===== config.mk =====
export PLATFORM = sky130hd
export DESIGN_NAME = atten_split_ctrl
export DESIGN_NICKNAME = d
export VERILOG_FILES = /design/src/rtl/atten_pkg.sv /design/src/rtl/atten_trim_table.sv /design/src/rtl/atten_ser_shift.sv /design/src/rtl/atten_seq.sv /design/src/rtl/atten_split_ctrl.sv
export SDC_FILE = /design/constraint.sdc
export NUM_CORES = 1
export LEC_CHECK = 0
export ABC_AREA = 1
export BUFFER_PORTS_ARGS = -buffer_cell sky130_fd_sc_hd__buf_2
export CORE_MARGIN = 2
export CORE_UTILIZATION = 35
export CTS_CLUSTER_DIAMETER = 100
export DETAILED_ROUTE_END_ITERATION = 8
export PLACE_DENSITY_LB_ADDON = 0.2
export SLEW_MARGIN = 20
export SYNTH_ARGS = -nofsm -noshare
export SYNTH_HDL_FRONTEND = slang
export SYNTH_HIERARCHICAL = 1
export SYNTH_SLANG_ARGS = --single-unit
export TNS_END_PERCENT = 100

===== constraint.sdc =====
create_clock -name clk -period 6.3 [get_ports clk]
set_clock_uncertainty 0.1 [all_clocks]
set_input_delay 1.26 -clock clk [delete_from_list [all_inputs] [get_ports clk]]
set_output_delay 1.26 -clock clk [all_outputs]
set_load 0.05 [all_outputs]

===== src/rtl/atten_pkg.sv =====
package atten_pkg;
   localparam int REQ_W      = 10;
   localparam int STEP_W     = 5;
   localparam int FINE_W     = 4;
   localparam int MAX_TENTHS = 639;
   localparam int FINE_DEPTH = 10;
   localparam int GROUP_W    = 2 + 2*STEP_W;

   typedef struct packed {
      logic              pad;
      logic [STEP_W-1:0] step;
      logic [FINE_W-1:0] fine;
   } split_t;

   function automatic split_t split_req(input logic [REQ_W-1:0] r);
      split_t           s;
      logic [REQ_W-1:0] c;
      logic [REQ_W-1:0] whole;
      c      = (r > REQ_W'(MAX_TENTHS)) ? REQ_W'(MAX_TENTHS) : r;
      whole  = c / REQ_W'(10);
      s.step = whole[STEP_W-1:0];
      s.pad  = whole[STEP_W];
      s.fine = FINE_W'(c - whole * REQ_W'(10));
      return s;
   endfunction
endpackage


===== src/rtl/atten_trim_table.sv =====
module atten_trim_table #(
   parameter int TRIM_W    = 8,
   parameter int TRIM_STEP = 25,
   parameter int DEPTH     = 10,
   parameter int IDX_W     = 4
) (
   input  logic              clk,
   input  logic              rst_n,
   input  logic              we,
   input  logic              sel,
   input  logic [IDX_W-1:0]  widx,
   input  logic [TRIM_W-1:0] wdata,
   input  logic [IDX_W-1:0]  ridx,
   output logic [TRIM_W-1:0] gain_o,
   output logic [TRIM_W-1:0] offs_o
);
   localparam int TOP_CODE = (1 << TRIM_W) - 1;

   logic [TRIM_W-1:0] gain_q [DEPTH];
   logic [TRIM_W-1:0] offs_q [DEPTH];

   initial begin
      if ((DEPTH - 1) * TRIM_STEP > TOP_CODE)
         $fatal(1, "trim step too large for code width");
      if ((1 << IDX_W) < DEPTH)
         $fatal(1, "index width too small for table depth");
   end

   for (genvar i = 0; i < DEPTH; i++) begin : g_entry
      always_ff @(posedge clk) begin
         if (!rst_n) begin
            gain_q[i] <= TRIM_W'(i * TRIM_STEP);
            offs_q[i] <= TRIM_W'(TOP_CODE - i * TRIM_STEP);
         end else if (we && widx == IDX_W'(i)) begin
            if (sel) offs_q[i] <= wdata;
            else     gain_q[i] <= wdata;
         end
      end
   end

   always_comb begin
      gain_o = '0;
      offs_o = '0;
      for (int k = 0; k < DEPTH; k++) begin
         if (ridx == IDX_W'(k)) begin
            gain_o = gain_q[k];
            offs_o = offs_q[k];
         end
      end
   end
endmodule


===== src/rtl/atten_ser_shift.sv =====
module atten_ser_shift #(
   parameter int W = 24
) (
   input  logic         clk,
   input  logic         rst_n,
   input  logic         start,
   input  logic [W-1:0] word,
   output logic         sclk,
   output logic         sdo,
   output logic         active,
   output logic         done
);
   localparam int CW = $clog2(W + 1);

   logic [W-1:0]  sh;
   logic [CW-1:0] cnt;
   logic          ph;

   initial begin
      if (W < 2) $fatal(1, "shift word too short");
   end

   always_ff @(posedge clk) begin
      if (!rst_n) begin
         sh     <= '0;
         cnt    <= '0;
         ph     <= 1'b0;
         sclk   <= 1'b0;
         active <= 1'b0;
         done   <= 1'b0;
      end else begin
         done <= 1'b0;
         if (!active) begin
            if (start) begin
               sh     <= word;
               cnt    <= CW'(W);
               active <= 1'b1;
               ph     <= 1'b0;
               sclk   <= 1'b0;
            end
         end else if (!ph) begin
            sclk <= 1'b1;
            ph   <= 1'b1;
         end else begin
            sclk <= 1'b0;
            ph   <= 1'b0;
            sh   <= {sh[W-2:0], 1'b0};
            cnt  <= cnt - 1'b1;
            if (cnt == CW'(1)) begin
               active <= 1'b0;
               done   <= 1'b1;
            end
         end
      end
   end

   assign sdo = active & sh[W-1];
endmodule


===== src/rtl/atten_seq.sv =====
module atten_seq
   import atten_pkg::*;
#(
   parameter int NCH    = 2,
   parameter int CH_W   = 1,
   parameter int DEAD_W = 8,
   parameter int TRIM_W = 8,
   parameter int LAT_W  = 24,
   parameter int POT_W  = 10
) (
   input  logic              clk,
   input  logic              rst_n,
   input  logic              req_valid,
   input  logic [CH_W-1:0]   req_chan,
   input  logic [REQ_W-1:0]  req_atten,
   input  logic [DEAD_W-1:0] dead_cfg,
   output logic [FINE_W-1:0] fine_idx,
   input  logic [TRIM_W-1:0] gain_code,
   input  logic [TRIM_W-1:0] offs_code,
   output logic              lat_start,
   output logic [LAT_W-1:0]  lat_word,
   input  logic              lat_done,
   output logic              pot_start,
   output logic [POT_W-1:0]  pot_word,
   input  logic              pot_done,
   output logic              busy
);
   localparam logic [GROUP_W-1:0] IDLE_GROUP = {1'b0, 1'b1, {STEP_W{1'b0}}, {STEP_W{1'b1}}};
   localparam logic [LAT_W-1:0]   RST_IMG    = {NCH{IDLE_GROUP}};

   typedef enum logic [2:0] {S_IDLE, S_BRK, S_DEAD, S_MAKE, S_POTG, S_POTO} st_t;

   st_t                          st;
   split_t                       sp;
   logic [NCH-1:0][STEP_W-1:0]   step_q;
   logic [NCH-1:0]               pad_q;
   logic [LAT_W-1:0]             img_fin, img_brk, fin_q;
   logic                         brk_need;
   logic [CH_W-1:0]              ch_q;
   logic [TRIM_W-1:0]            gain_q, offs_q;
   logic [DEAD_W-1:0]            dcnt;

   assign sp       = split_req(req_atten);
   assign fine_idx = sp.fine;
   assign brk_need = (sp.pad != pad_q[req_chan]);

   always_comb begin
      img_fin = '0;
      img_brk = '0;
      for (int c = 0; c < NCH; c++) begin
         logic              cur, p, off;
         logic [STEP_W-1:0] s;
         cur = (CH_W'(c) == req_chan);
         s   = cur ? sp.step : step_q[c];
         p   = cur ? sp.pad  : pad_q[c];
         off = cur & brk_need;
         img_fin[c*GROUP_W +: GROUP_W] = {p, ~p, s, ~s};
         img_brk[c*GROUP_W +: GROUP_W] = {p & ~off, ~p & ~off, s, ~s};
      end
   end

   always_ff @(posedge clk) begin
      if (!rst_n) begin
         st        <= S_IDLE;
         step_q    <= '0;
         pad_q     <= '0;
         fin_q     <= RST_IMG;
         lat_word  <= RST_IMG;
         lat_start <= 1'b0;
         pot_start <= 1'b0;
         pot_word  <= '0;
         ch_q      <= '0;
         gain_q    <= '0;
         offs_q    <= '0;
         dcnt      <= '0;
      end else begin
         lat_start <= 1'b0;
         pot_start <= 1'b0;
         case (st)
            S_IDLE: if (req_valid) begin
               step_q[req_chan] <= sp.step;
               pad_q[req_chan]  <= sp.pad;
               fin_q            <= img_fin;
               ch_q             <= req_chan;
               gain_q           <= gain_code;
               offs_q           <= offs_code;
               lat_start        <= 1'b1;
               lat_word         <= brk_need ? img_brk : img_fin;
               st               <= brk_need ? S_BRK : S_MAKE;
            end
            S_BRK: if (lat_done) begin
               dcnt <= dead_cfg;
               st   <= S_DEAD;
            end
            S_DEAD: if (dcnt == '0) begin
               lat_start <= 1'b1;
               lat_word  <= fin_q;
               st        <= S_MAKE;
            end else begin
               dcnt <= dcnt - 1'b1;
            end
            S_MAKE: if (lat_done) begin
               pot_start <= 1'b1;
               pot_word  <= {ch_q, 1'b0, gain_q};
               st        <= S_POTG;
            end
            S_POTG: if (pot_done) begin
               pot_start <= 1'b1;
               pot_word  <= {ch_q, 1'b1, offs_q};
               st        <= S_POTO;
            end
            S_POTO: if (pot_done) st <= S_IDLE;
            default: st <= S_IDLE;
         endcase
      end
   end

   assign busy = (st != S_IDLE);
endmodule


===== src/rtl/atten_split_ctrl.sv =====
module atten_split_ctrl
   import atten_pkg::*;
#(
   parameter int NCH       = 2,
   parameter int DEAD_W    = 8,
   parameter int TRIM_W    = 8,
   parameter int TRIM_STEP = 25
) (
   input  logic              clk,
   input  logic              rst_n,
   input  logic              req_valid,
   input  logic              req_chan,
   input  logic [REQ_W-1:0]  req_atten,
   input  logic [DEAD_W-1:0] dead_cfg,
   input  logic              tbl_we,
   input  logic              tbl_sel,
   input  logic [3:0]        tbl_idx,
   input  logic [TRIM_W-1:0] tbl_data,
   output logic              lat_sclk,
   output logic              lat_sdo,
   output logic              lat_strobe,
   output logic              pot_sclk,
   output logic              pot_sdo,
   output logic              pot_cs_n,
   output logic              busy
);
   localparam int CH_W  = 1;
   localparam int PA_W  = CH_W + 1;
   localparam int LAT_W = NCH * GROUP_W;
   localparam int POT_W = PA_W + TRIM_W;

   initial begin
      if (NCH != 2) $fatal(1, "channel count must match the 1-bit channel select");
      if (TRIM_W < 1 || DEAD_W < 1) $fatal(1, "bad width");
   end

   logic [FINE_W-1:0] fine_idx;
   logic [TRIM_W-1:0] gain_code, offs_code;
   logic              lat_start, lat_done, lat_active;
   logic [LAT_W-1:0]  lat_word;
   logic              pot_start, pot_done, pot_active;
   logic [POT_W-1:0]  pot_word;

   atten_trim_table #(
      .TRIM_W(TRIM_W), .TRIM_STEP(TRIM_STEP), .DEPTH(FINE_DEPTH), .IDX_W(FINE_W)
   ) u_tbl (
      .clk(clk), .rst_n(rst_n), .we(tbl_we), .sel(tbl_sel), .widx(tbl_idx),
      .wdata(tbl_data), .ridx(fine_idx), .gain_o(gain_code), .offs_o(offs_code)
   );

   atten_seq #(
      .NCH(NCH), .CH_W(CH_W), .DEAD_W(DEAD_W), .TRIM_W(TRIM_W),
      .LAT_W(LAT_W), .POT_W(POT_W)
   ) u_seq (
      .clk(clk), .rst_n(rst_n), .req_valid(req_valid), .req_chan(req_chan),
      .req_atten(req_atten), .dead_cfg(dead_cfg), .fine_idx(fine_idx),
      .gain_code(gain_code), .offs_code(offs_code),
      .lat_start(lat_start), .lat_word(lat_word), .lat_done(lat_done),
      .pot_start(pot_start), .pot_word(pot_word), .pot_done(pot_done),
      .busy(busy)
   );

   atten_ser_shift #(.W(LAT_W)) u_lat (
      .clk(clk), .rst_n(rst_n), .start(lat_start), .word(lat_word),
      .sclk(lat_sclk), .sdo(lat_sdo), .active(lat_active), .done(lat_done)
   );

   atten_ser_shift #(.W(POT_W)) u_pot (
      .clk(clk), .rst_n(rst_n), .start(pot_start), .word(pot_word),
      .sclk(pot_sclk), .sdo(pot_sdo), .active(pot_active), .done(pot_done)
   );

   assign lat_strobe = lat_done;
   assign pot_cs_n   = ~pot_active;
endmodule


# Word-level counts from Yosys, hierarchy flattened
# Memory sizes are Yosys's and may differ from the RTL's.
# Index checks and enable logic that the tools add are counted.
[word_totals]
register_bits = 149
mem_bits_rw = 160
input_bits = 36
out_inout_bits = 7
memories = 2
[memory_table]
columns = ["name", "depth", "word_bits", "rd", "rd_ports_with_merged_regs", "wr", "line_no", "text"]
rows = [
  ["u_tbl.gain_q", 10, 8, 10, 0, 10, "atten_trim_table.sv:19", "logic [TRIM_W-1:0] gain_q [DEPTH];"],
  ["u_tbl.offs_q", 10, 8, 10, 0, 10, "atten_trim_table.sv:20", "logic [TRIM_W-1:0] offs_q [DEPTH];"],
]
[op_classes]
addsub = 4
mul = 1
n_div = 1
n_lt_le_gt_ge = 3
n_eq_ne = 35
n_mux = 168
bitwise_logic = 36
reduce_logical = 30
[ops]
columns = ["op", "n"]
rows = [
  ["$mux W8", 42],
  ["$mux W24", 6],
  ["$mux W1", 88],
  ["$mux W10", 6],
  ["$pmux W24 S2", 1],
  ["$eq A4 B3 Y1 const B", 8],
  ["$mux W5", 6],
  ["$or A1 B1 Y1", 20],
  ["$pmux W10 S2", 1],
  ["$mux W3", 6],
  ["$pmux W3 S6", 1],
  ["$eq A4 B2 Y1 const B", 4],
  ["$eq A4 B4 Y1 const B", 4],
  ["$pmux W8 S2", 1],
  ["$reduce_and A3 Y1", 5],
  ["$eq A4 B1 Y1 const B", 3],
  ["$mux W4", 3],
  ["$logic_and A1 B1 Y1", 11],
  ["$bwmux W10", 1],
  ["$div A10 B4 Y10 const B", 1],
  ["$gt A10 B10 Y1 const B", 1],
  ["$mul A10 B3 Y3 const B", 1],
  ["$ne A2 B1 Y1 const B", 5],
  ["$not A5 Y5", 2],
  ["26 further kinds", 51],
]

# Longest topological paths before layout
# Gate-level depths: netlist of run 1.
[logic_depth]
ltp_word = 16
ltp_mapped = 39
mapped_depth_nobuf = 38

# Modules after synthesis
# The synthesis of run 1 kept the hierarchy.
[by_module_without_submodules]
columns = ["mod", "n_inst", "cells_per_inst", "area_each_um2", "seq_area_each_um2"]
rows = [
  ["atten_trim_table", 1, 760, 7274.5, 4804.6],
  ["atten_seq", 1, 619, 4330.4, 1761.7],
  ["atten_ser_shift at u_lat", 1, 188, 1430.1, 640.6],
  ["atten_ser_shift at u_pot", 1, 97, 743.2, 340.3],
  ["atten_split_ctrl", 1, 1, 3.8, 0.0],
]

# Worst setup path after synthesis of run 1
# No wires, ideal clock.
[synth_timing]
kind = "input-to-reg"
startpoint = "in req_atten[8]"
endpoint = "reg u_seq.offs_q[2]"
arrival_ns = 5.224
required_ns = 6.072
path_slack_ns = 0.848
stages = 35
n_path_buf = 2
cell_sequence = "nor2_2 nor2_4 nor2_4 nand3_2 nand2_2 nand3_2 nand2_4 nor2_2 o21ai_2 nand3_1 nand2_2 nand2_2 nand2_2 nand2_2 inv_2 a21oi_4 ha_1 nand2_1 nand2_2 nand2_2 ha_1 fa_1 xnor2_1 xnor2_1 nor2_1 buf_2 buf_2 nand3_1 nand2_1 nor2_1 nand4_1 nor2_1 nand4_1 o21ai_0 a21oi_1"
[synth_between]
elab_chain_cells = 16
elab_cells_between_ends = 25
[synth_lines]
columns = ["item", "line_no", "text"]
rows = [
  ["start: declaration", "atten_split_ctrl.sv:13", "input logic [REQ_W-1:0] req_atten,"],
  ["$gt A10 B10 Y1", "atten_pkg.sv:19", "c = (r > REQ_W'(MAX_TENTHS)) ? REQ_W'(MAX_TENTHS) : r;"],
  ["$mux W10 *", "atten_pkg.sv:19", ""],
  ["$div A10 B4 Y10", "atten_pkg.sv:20", "whole = c / REQ_W'(10);"],
  ["$mul A10 B3 Y3", "atten_pkg.sv:23", "s.fine = FINE_W'(c - whole * REQ_W'(10));"],
  ["$sub A4 B4 Y4 *", "atten_pkg.sv:23", ""],
  ["via fine_idx[3]", "atten_split_ctrl.sv:37", "logic [FINE_W-1:0] fine_idx;"],
  ["$logic_not A4 Y1", "atten_trim_table.sv:45", "if (ridx == IDX_W'(k)) begin"],
  ["$mux W8 (9 in a row)", "atten_trim_table.sv:45", ""],
  ["$mux W8 *", "atten_trim_table.sv:45", ""],
  ["via offs_code[2]", "atten_split_ctrl.sv:38", "logic [TRIM_W-1:0] gain_code, offs_code;"],
  ["end signal: assignment", "atten_seq.sv:86", "offs_q <= offs_code;"],
  ["end: declaration", "atten_seq.sv:40", "logic [TRIM_W-1:0] gain_q, offs_q;"],
]
# Mark *: on every way through the listed nets, which the timed path passes. The rest lies on a longest branch.
# A chain may end at the register's enable or synchronous reset.

# Worst setup path after layout of run 1
[layout_timing]
startpoint = "in req_atten[6]"
endpoint = "reg u_seq.offs_q[7]"
# The elaborated chain is that of the path after synthesis.

==> results of run 1 <==
## layer usage
layer | up-vias | wire length [um] | track usage
li1 | 5532 | - | -
met1 | 5312 | 16800 | 0.245
met2 | 235 | 17400 | 0.301
met3 | 67 | 1840 | 0.0282
met4 | 0 | 1170 | 0.0699
met5 | - | 0 | 0
## how the worst max path moves through the flow
| stage | endpoint | slack (ns) | start | cells after the start |
|---|---|---|---|---|
| 6_report | u_seq/offs_q[7] | 0.54 | req_atten[6] | 38 |
| 5_1_grt | u_seq/offs_q[7] | 0.03 | req_atten[8] | 37 |
| 4_1_cts | u_seq/offs_q[7] | 0.37 | req_atten[8] | 37 |
| 3_5_place_dp | u_seq/offs_q[7] | -0.19 | req_atten[8] | 37 |
| 3_3_place_gp | u_seq/offs_q[7] | -0.06 | req_atten[8] | 37 |
| 2_1_floorplan | u_seq/offs_q[2] | 0.85 | req_atten[8] | 35 |
## cell families after synthesis
kind of cell             count (synthesis)  share of synthesized area
XOR/XNOR                                 4                    0.00254
buffers and inverters                  246                     0.0729
AND/OR/NAND/NOR                        858                      0.264
adder cells (fa/ha/maj)                  9                    0.00872
AO/OA/AOI/OAI                          251                      0.104
flip-flops                             297                      0.548
## power by group through the flow
stage / clock network, W / logic (W) / registers (W)
2_1_floorplan: 0 / 0.00142 / 0.00251
3_3_place_gp: 0 / 0.00191 / 0.00256
3_5_place_dp: 0 / 0.00193 / 0.00256
4_1_cts: 0.00194 / 0.00193 / 0.00252
5_1_grt: 0.00201 / 0.00218 / 0.00256
6_report: 0.00189 / 0.00192 / 0.00252
## flip-flops by register name, summed over array words and instances, names as in the netlist, 8 cells and up
| signal | flops |
|---|---|
| u_lat/sh | 24 |
| u_pot/sh | 10 |
| u_seq/dcnt | 8 |
| u_seq/fin_q | 14 |
| u_seq/gain_q | 8 |
| u_seq/lat_word | 24 |
| u_seq/offs_q | 8 |
| u_seq/pot_word | 10 |
| u_seq/step_q | 8 |
| u_tbl/gain_q | 80 |
| u_tbl/offs_q | 80 |
## critical path, delay by kind of cell
family / cells / cell delay (ns)
simple gates: 26 / 2.53
fa+ha+maj: 3 / 0.83
xor+xnor: 2 / 0.55
compound gates: 4 / 0.42
buf+inv: 3 / 0.45
## cell usage after synthesis (10+ instances only)
cell type,n
a31oi_1,38
inv_1,151
edfxtp_1,160
a21oi_1,62
nor2_1,234
o211ai_1,14
nand3_1,94
clkbuf_1,47
buf_2,21
nand2_1,448
nand4_1,32
nand2_2,17
a211oi_1,12
o21ai_0,89
inv_2,10
o21ai_1,19
dfxtp_1,137
## what timing repair did
item                       CTS  global route
resized for setup            0             1
hold buffers                 0             0
setup endpoints to repair    0            16
## per-stage QoR
stage | setup TNS, ns | util | instance area [um2] | instances | hold WS [ns]
3_5_place_dp | -1.23 | 0.373 | 14500 | 2169 | 0.348
6_report | 0 | 0.400 | 15500 | 2230 | 0.363
4_1_cts | 0 | 0.400 | 15500 | 2230 | 0.357
5_1_grt | 0 | 0.400 | 15500 | 2230 | 0.373
2_1_floorplan | 0 | - | 13800 | 1665 | 0.326
3_3_place_gp | -0.0615 | 0.373 | 14500 | 2169 | 0.339
## area by class of cell
| cell class | instances | area [um2] |
|---|---|---|
| inverters | 164 | 621 |
| flip-flops and latches | 297 | 7550 |
| clock inverters | 12 | 58.8 |
| multi-input cells | 1122 | 5240 |
| well taps | 518 | 648 |
| clock buffers | 49 | 991 |
| repair buffers | 68 | 408 |
| fillers | 3994 | 23200 |
==> impl_metrics.json, run 1 <==
{
  "path_clk_slew_ns": 0.06,
  "synth_edf_count": 160,
  "p_leak_nw": 6.19,
  "switching_share": 0.363,
  "drive_gt1_frac": 0.103,
  "reg2reg_depth": 11,
  "fp.dieW_um": 202,
  "ir_drop_v": 0.000171,
  "drv_cap": 0,
  "startpoint_type": "input port",
  "hold-path-endpoint": "u_seq/fin_q[16]",
  "final_antenna_net_count": 0,
  "die_area_mm2": 0.0410,
  "slowest_stage": "xnor2_1",
  "grt_pass1_wl_um": 58700,
  "synth_warnings": 6,
  "rsz0062_at_grt": "no",
  "port-buffer-count": 42,
  "crit_required_ns": 6.61,
  "min_period_ns": 5.76,
  "clock_path_buffers": 3,
  "slew-limit-headroom": 0.237,
  "setup_ws_ns": 0.536,
  "dieHeight_um": 202,
  "yosysTopAreaCell": "edfxtp_1",
  "post-route-period-util": 0.915,
  "htree_num_levels": 2,
  "rows": 72,
  "grt_max_degree": 86,
  "drc": 0,
  "numCtsBuffers": 35,
  "crit_type": "in -> reg",
  "synth_nets": 1710,
  "grt_pass1_vias": 10700,
  "fmax_mhz": 174,
  "clkSinkCount": 297,
  "timing.rr.end": "u_seq/pot_word[7]",
  "comb_power_share": 0.304,
  "drv_slew": 0,
  "drtIter0Drc": 904,
  "cts-root-buf": "clkbuf_16",
  "syn_to_final_growth_pct": 12.5,
  "r2r_start": "u_seq/st[0]",
  "syn-instance-count": 1665,
  "synth_area_mm2": 0.0138,
  "crit_arrival_ns": 6.08,
  "clock_latency_ns": 0.54,
  "core_mm2": 0.0387,
  "vias": 11100,
  "crit_fanout": 21,
  "final_cell_mix": "nand2_1 (448), nor2_1 (233), edfxtp_1 (160), inv_1 (151), dfxtp_1 (137)",
  "routed_wl_um": 37300,
  "r2r_slack_ns": 3.24,
  "power_w": 0.00634,
  "power.internal_w": 0.00404,
  "dr.pass1.iters": 5,
  "worst_pin_slew_ns": 1.14,
  "synth_cell_type_count": 47,
  "cts_setup_buffers": 0,
  "hp-class": "reg -> reg",
  "yosys.area.top_type_share": 0.349,
  "seq_power_share": 0.398,
  "outcome": "completed",
  "antenna_found_initial": 0,
  "ys_async_sr_fraction": 0,
  "start_util": 0.356,
  "synth-seq-cells": 297,
  "yosysSeqAreaShare": 0.548,
  "gp_congestion": 0.874,
  "gr-usage-all-layers": 0.184,
  "powerDensity_mw_per_mm2": 408,
  "hpwl_um": 24300,
  "cpPeakStageDelay_ns": 0.40,
  "cp-end-kind": "register",
  "synth_ff_type": "edfxtp_1",
  "setup_violations": 0,
  "clkPwrFrac": 0.298,
  "synth.area.top_cells": "edfxtp_1 (35%), dfxtp_1 (20%), nand2_1 (12%), nor2_1 (6.4%), inv_1 (4.1%)",
  "post_drt_wl_per_cell_um": 16.7,
  "post-place-ws_ns": -0.192,
  "antenna_cells": 0,
  "cts_tree": "yes",
  "hold_viol_final": 0,
  "fin_nets": 1733,
  "pin_count": 43,
  "synth.avg_cell_area_um2": 8.28,
  "final_common_cell": "nand2_1",
  "p_sw_w": 0.00230,
  "crit_top_cell": "nand2_2",
  "overflow": 0,
  "viasPerCell": 5.00,
  "hold_start": "u_seq/fin_q[16]",
  "min_path_cells": 2
}
No activity file was read; power rests on OpenSTA's default activity.
==> run 2, diff against run 1 <==
Settings changed: ABC_AREA 1 to default, PLACE_DENSITY from default to 0.56, PLACE_DENSITY_LB_ADDON 0.2 to default.
==> run 2 against run 1 <==
  * Design area is 7.3% higher
  * Sequential share of layout area is 3.3 points lower
  * Flip-flop and latch count stayed put
  * Non-clock buffer count is 23 higher
  * Hold slack worse by 0.011 ns
  * Clock-buffer cell count is 1 lower
  * Total power is 11% lower
  * Synthesized cell count is 11% lower
  * Clock power is 3% lower
  * Via count is 0.90% lower
  * Highest routed layer unchanged
==> impl_metrics.json, run 2 <==
{
  "synth_top_family_by_area": "simple AND/OR/NAND/NOR gates",
  "grt_max_degree": 60,
  "timing.rr.end": "u_seq/pot_word[9]",
  "slew-limit-headroom": 0.261,
  "ys_async_sr_fraction": 0,
  "min_path_cells": 2,
  "synth_common_cells": "nand2_1 (165), edfxtp_1 (160), dfxtp_1 (137), nor2_1 (100), mux2i_1 (98)",
  "crit_type": "in -> reg",
  "crit_fanout": 10,
  "grt_pass1_vias": 10500,
  "htree_num_levels": 2,
  "fin_nets": 1534,
  "synth_cell_type_count": 88,
  "synth_edf_count": 160,
  "synthAdderAreaFrac": 0.00941,
  "antenna_found_initial": 0,
  "synth_ff_type": "edfxtp_1",
  "hp-class": "reg -> reg",
  "drv_cap": 0,
  "clkPwrFrac": 0.324,
  "antenna_cells": 0,
  "synth_xor_area_frac": 0.00286,
  "clock_path_buffers": 3,
  "placed_cell_area_mm2": 0.0156,
  "yosys.area.top_type_share": 0.323,
  "synth.area.top_cells": "edfxtp_1 (32%), dfxtp_1 (18%), mux2i_1 (6.6%), nand2_1 (4.2%), and2_1 (3.9%)",
  "gr-usage-all-layers": 0.168,
  "dieHeight_um": 210,
  "gp_congestion": 0.854,
  "clock_latency_ns": 0.52,
  "power.internal_w": 0.00388,
  "cp-end-kind": "register",
  "p_sw_w": 0.00178,
  "crit_required_ns": 6.62,
  "hold-path-endpoint": "u_seq/lat_word[11]",
  "synth.mux.area_fraction": 0.0745,
  "synth_nets": 1533,
  "ir_drop_v": 0.000180,
  "pin_count": 43,
  "reg2reg_depth": 5,
  "synthSimpleGateAreaFrac": 0.193,
  "vias": 11000,
  "syn-instance-count": 1488,
  "fmax_mhz": 173,
  "fillers": 4133,
  "post-place-ws_ns": -0.0809,
  "startpoint_type": "input port",
  "cts-root-buf": "clkbuf_16",
  "post_drt_wl_per_cell_um": 18.2,
  "syn_to_final_growth_pct": 11.8,
  "final_cell_area_mm2": 0.0166,
  "switching_share": 0.314,
  "setup_violations": 0,
  "hold_start": "u_seq/lat_word[11]",
  "seq_power_share": 0.430,
  "yosysSeqAreaShare": 0.507,
  "post-route-period-util": 0.918,
  "synth.most_common_cell": "nand2_1",
  "rows": 75,
  "final_cell_mix": "nand2_1 (165), edfxtp_1 (160), dfxtp_1 (136), nor2_1 (100), mux2i_1 (98)",
  "numCtsBuffers": 34,
  "rsz0062_at_grt": "no",
  "port-buffer-count": 42,
  "synth_warnings": 6,
  "die_area_mm2": 0.0442,
  "final_common_cell": "nand2_1",
  "core_mm2": 0.0419,
  "dr.pass1.iters": 6,
  "drc": 0,
  "overflow": 0,
  "cts_tree": "yes",
  "drv_slew": 0,
  "powerDensity_mw_per_mm2": 340,
  "fp.dieW_um": 210,
  "outcome": "completed",
  "final_antenna_net_count": 0,
  "path_clk_slew_ns": 0.06,
  "largestRegisters": "u_tbl/gain_q: 80 flops, u_tbl/offs_q: 80 flops",
  "r2r_slack_ns": 3.79,
  "p_leak_nw": 6.35,
  "synth.avg_cell_area_um2": 10.0,
  "min_period_ns": 5.78,
  "crit_arrival_ns": 6.11,
  "grt_pass1_wl_um": 59100,
  "yosysTopAreaCell": "edfxtp_1",
  "drtIter0Drc": 907,
  "drive_gt1_frac": 0.120,
  "cts_setup_buffers": 0,
  "hpwl_um": 24700,
  "routed_wl_um": 37400,
  "synth-seq-cells": 297,
  "comb_power_share": 0.246,
  "viasPerCell": 5.39,
  "worst_pin_slew_ns": 1.10,
  "synth_area_mm2": 0.0149,
  "hold_viol_final": 0,
  "synth_compound_area_frac": 0.169,
  "start_util": 0.355,
  "clkSinkCount": 297,
  "r2r_start": "u_seq/st[2]",
  "setup_ws_ns": 0.519
}
[run 2: cell count changes after synthesis, sizes merged, moves of 35 or more]
cell,delta
inv,-139
clkbuf,+36
mux2i,+98
and2,+92
nand2,-305
o211a,+35
or3,+77
nand3,-82
nor2,-146
[run 2: kinds of logic (layout without fill, tap and decap cells)]
group | after synthesis | in the layout
buf+inv | 150 | 174
simple gates | 549 | 549
xor+xnor | 4 | 4
fa+ha+maj | 11 | 11
flops | 297 | 297
mux | 109 | 109
compound gates | 368 | 368
[run 2: worst max-delay path by stage]
stage / depth (start not counted) / slack, ns / from / to
after floorplan: 25 / 0.05 / req_atten[6] / u_seq/offs_q[4]
after global placement: 25 / 0.1 / req_atten[8] / u_seq/offs_q[6]
after detailed placement: 24 / -0.08 / req_atten[8] / u_seq/offs_q[4]
after CTS: 25 / 0.46 / req_atten[8] / u_seq/offs_q[4]
after global routing: 26 / 0.15 / req_atten[8] / u_seq/offs_q[6]
final: 24 / 0.52 / req_atten[8] / u_seq/gain_q[2]
[run 2: cell type report]
type,instances,area [um2],area share
Sequential cell,297,7550,0.454
Multi-Input combinational cell,1041,6700,0.402
Clock buffer,48,965,0.0580
Tap cell,539,674,0.0405
Timing Repair Buffer,91,618,0.0371
Inverter,24,90.1,0.00541
Clock inverter,11,53.8,0.00323
[run 2: layer usage]
layer	track usage	wire length [um]	up-vias
met5	0	0	-
met4	0.0477	876	0
met3	0.0294	2070	65
met2	0.275	17300	284
met1	0.229	17100	5276
li1	-	-	5421
[run 2: through the flow]
stage          total power [W]  hold WS [ns]   util  TNS [ns]  instances
2_1_floorplan          0.00345         0.326      -         0       1488
3_3_place_gp           0.00384         0.342  0.372         0       1992
3_5_place_dp           0.00386         0.347  0.372    -0.379       1992
4_1_cts                0.00570         0.352  0.397         0       2051
5_1_grt                0.00597         0.372  0.397         0       2051
6_report               0.00566         0.351  0.397         0       2051
[run 2: worst max-delay path, cell delays in order]
cell and delay (ns):
buf_2 0.11, or4b_4 0.53, a21boi_4 0.16, and4b_1 0.22, o221ai_1 0.08, o221ai_1 0.17, o221ai_1 0.24, inv_1 0.08
ha_1 0.29, and2_1 0.15, a22oi_1 0.07, o21ai_1 0.17, a21o_1 0.16, inv_1 0.04, ha_1 0.18, fa_1 0.38
xor2_1 0.19, xnor2_2 0.21, buf_4 0.19, or3_1 0.52, o221ai_1 0.35, a21o_1 0.16, nand2_1 0.04, a21oi_1 0.13
[run 2: repair_timing]
item / in CTS / in global routing
gates resized for setup: 0 / 1
hold buffers: 0 / 0
setup endpoints to repair: 0 / 1
[run 2: power by group through the flow]
stage                     Combinational [W]  Clock [W]  Sequential, W
after floorplan                     0.00105          0        0.00240
after global placement              0.00137          0        0.00247
after detailed placement            0.00138          0        0.00248
after CTS                           0.00139    0.00187        0.00244
after global routing                0.00155    0.00196        0.00247
final                               0.00139    0.00183        0.00243
==> run 3, diff against run 2 <==
Settings changed: BUFFER_PORTS_ARGS -buffer_cell sky130_fd_sc_hd__buf_2 to -buffer_cell sky130_fd_sc_hd__buf_4.
==> run 3 against run 2 <==
  * Critical path depth unchanged
  * Clock power is 3% lower
  * Fmax rose by 0.25%
  * Critical path type unchanged
  * Largest power group unchanged
==> impl_metrics.json, run 3 (same netlist as run 2, synthesis figures left out) <==
{
  "hpwl_um": 24800,
  "drv_cap": 0,
  "hold_slack_ns": 0.352,
  "clock_path_buffers": 3,
  "min_path_cells": 2,
  "seqCellArea_mm2": 0.00755,
  "ir_drop_v": 0.000224,
  "cts_tree": "yes",
  "fmax_mhz": 173,
  "fp.dieW_um": 210,
  "cp-end-kind": "register",
  "power_w": 0.00562,
  "path_clk_slew_ns": 0.06,
  "drv_slew": 0,
  "drc": 0,
  "setup_violations": 0,
  "cts_setup_buffers": 0,
  "dp_cells": 1992,
  "drive_gt1_frac": 0.118,
  "cts-root-buf": "clkbuf_16",
  "numCtsBuffers": 31,
  "pin_count": 43,
  "antenna_found_initial": 0,
  "reg2reg_depth": 5,
  "rows": 75,
  "final_antenna_net_count": 0,
  "core_mm2": 0.0419,
  "startpoint_type": "input port",
  "final_common_cell": "nand2_1",
  "gp_congestion": 0.893,
  "crit_arrival_ns": 6.17,
  "post-route-period-util": 0.915,
  "clkSinkCount": 297,
  "fin_nets": 1531,
  "largestRegisters": "u_tbl/gain_q: 80 flops, u_tbl/offs_q: 80 flops",
  "syn_to_final_growth_pct": 12.0,
  "clock_latency_ns": 0.59,
  "p_leak_nw": 6.34,
  "rsz0062_at_grt": "no",
  "drtIter0Drc": 966,
  "worst_pin_slew_ns": 1.07,
  "grt_pass1_wl_um": 60400,
  "port-buffer-count": 42,
  "die_area_mm2": 0.0442,
  "grt_pass1_vias": 10700,
  "htree_num_levels": 1,
  "grt_max_degree": 68,
  "viasPerCell": 5.43,
  "vias": 11100,
  "final_cells": 2048,
  "dieHeight_um": 210,
  "ctsHoldBuffers": 0,
  "overflow": 0,
  "hold_viol_final": 0,
  "start_util": 0.355,
  "slew-limit-headroom": 0.285,
  "final_cell_mix": "nand2_1 (165), edfxtp_1 (160), dfxtp_1 (136), nor2_1 (100), mux2i_1 (98)",
  "routed_wl_um": 37700,
  "multi_input_area_mm2": 0.00670,
  "post_drt_wl_per_cell_um": 18.4,
  "outcome": "completed",
  "crit_fanout": 10,
  "min_period_ns": 5.77,
  "antenna_cells": 0,
  "dr.pass1.iters": 5,
  "crit_type": "in -> reg",
  "fillers": 4091,
  "crit_required_ns": 6.70,
  "hp-class": "reg -> reg",
  "powerDensity_mw_per_mm2": 337,
  "gr-usage-all-layers": 0.171
}
run 3: cell type report:
cell class                      count  area share
Sequential cell                   297       0.453
Multi-Input combinational cell   1041       0.402
Clock buffer                       40      0.0504
Timing Repair Buffer               91      0.0417
Tap cell                          539      0.0405
Clock inverter                     16     0.00766
Inverter                           24     0.00540
run 3: path summary, 6_finish.rpt:
check / to / slack, ns / start
min: u_seq/lat_word[23] / 0.35 / u_seq/lat_word[23]
min reg2reg: u_seq/lat_word[23] / 0.35 / u_seq/lat_word[23]
max: u_seq/offs_q[1] / 0.53 / req_atten[8]
max reg2reg: u_seq/pot_word[9] / 3.74 / u_seq/st[2]
run 3: metal layers:
layer,vias to the layer above,global-route usage,part of all wire
li1,5415,-,-
met1,5410,0.238,0.47
met2,240,0.279,0.47
met3,60,0.0250,0.047
met4,0,0.0423,0.023
met5,-,0,0
run 3: critical path, cell delays in order:
cell and delay [ns]:
buf_4 0.12, or4b_4 0.53, a21boi_4 0.16, or3b_4 0.23, a21oi_1 0.04, o21a_1 0.19, o221ai_1 0.22, inv_1 0.08
ha_1 0.29, and2_1 0.15, a22oi_1 0.08, o21ai_1 0.17, a21o_1 0.15, inv_1 0.05, ha_1 0.18, fa_1 0.37
xor2_1 0.19, xnor2_2 0.23, buf_4 0.19, or3_1 0.52, o221ai_1 0.42, a21o_1 0.18, nand2_1 0.05, a21oi_1 0.12
run 3: power breakdown:
group / internal, W / switching (W)
Sequential: 0.00227 / 0.000137
Clock: 0.00101 / 0.000759
Combinational: 0.000550 / 0.000884
Total: 0.00384 / 0.00178
run 3: what timing repair did:
item                                    4_1_cts  5_1_grt
endpoints found under the setup margin        0        9
gates resized for setup                       0        1
endpoints found under the hold margin         0        0
run 3: through the flow:
stage	setup WS [ns]	TNS, ns	utilization	area, um2
after global placement	0.0204	0	0.374	15700
after floorplan	0.0515	0	-	14900
final	0.533	0	0.397	16700
after global routing	0.0937	0	0.397	16700
after detailed placement	-0.134	-1.32	0.374	15700
after CTS	0.460	0	0.397	16700
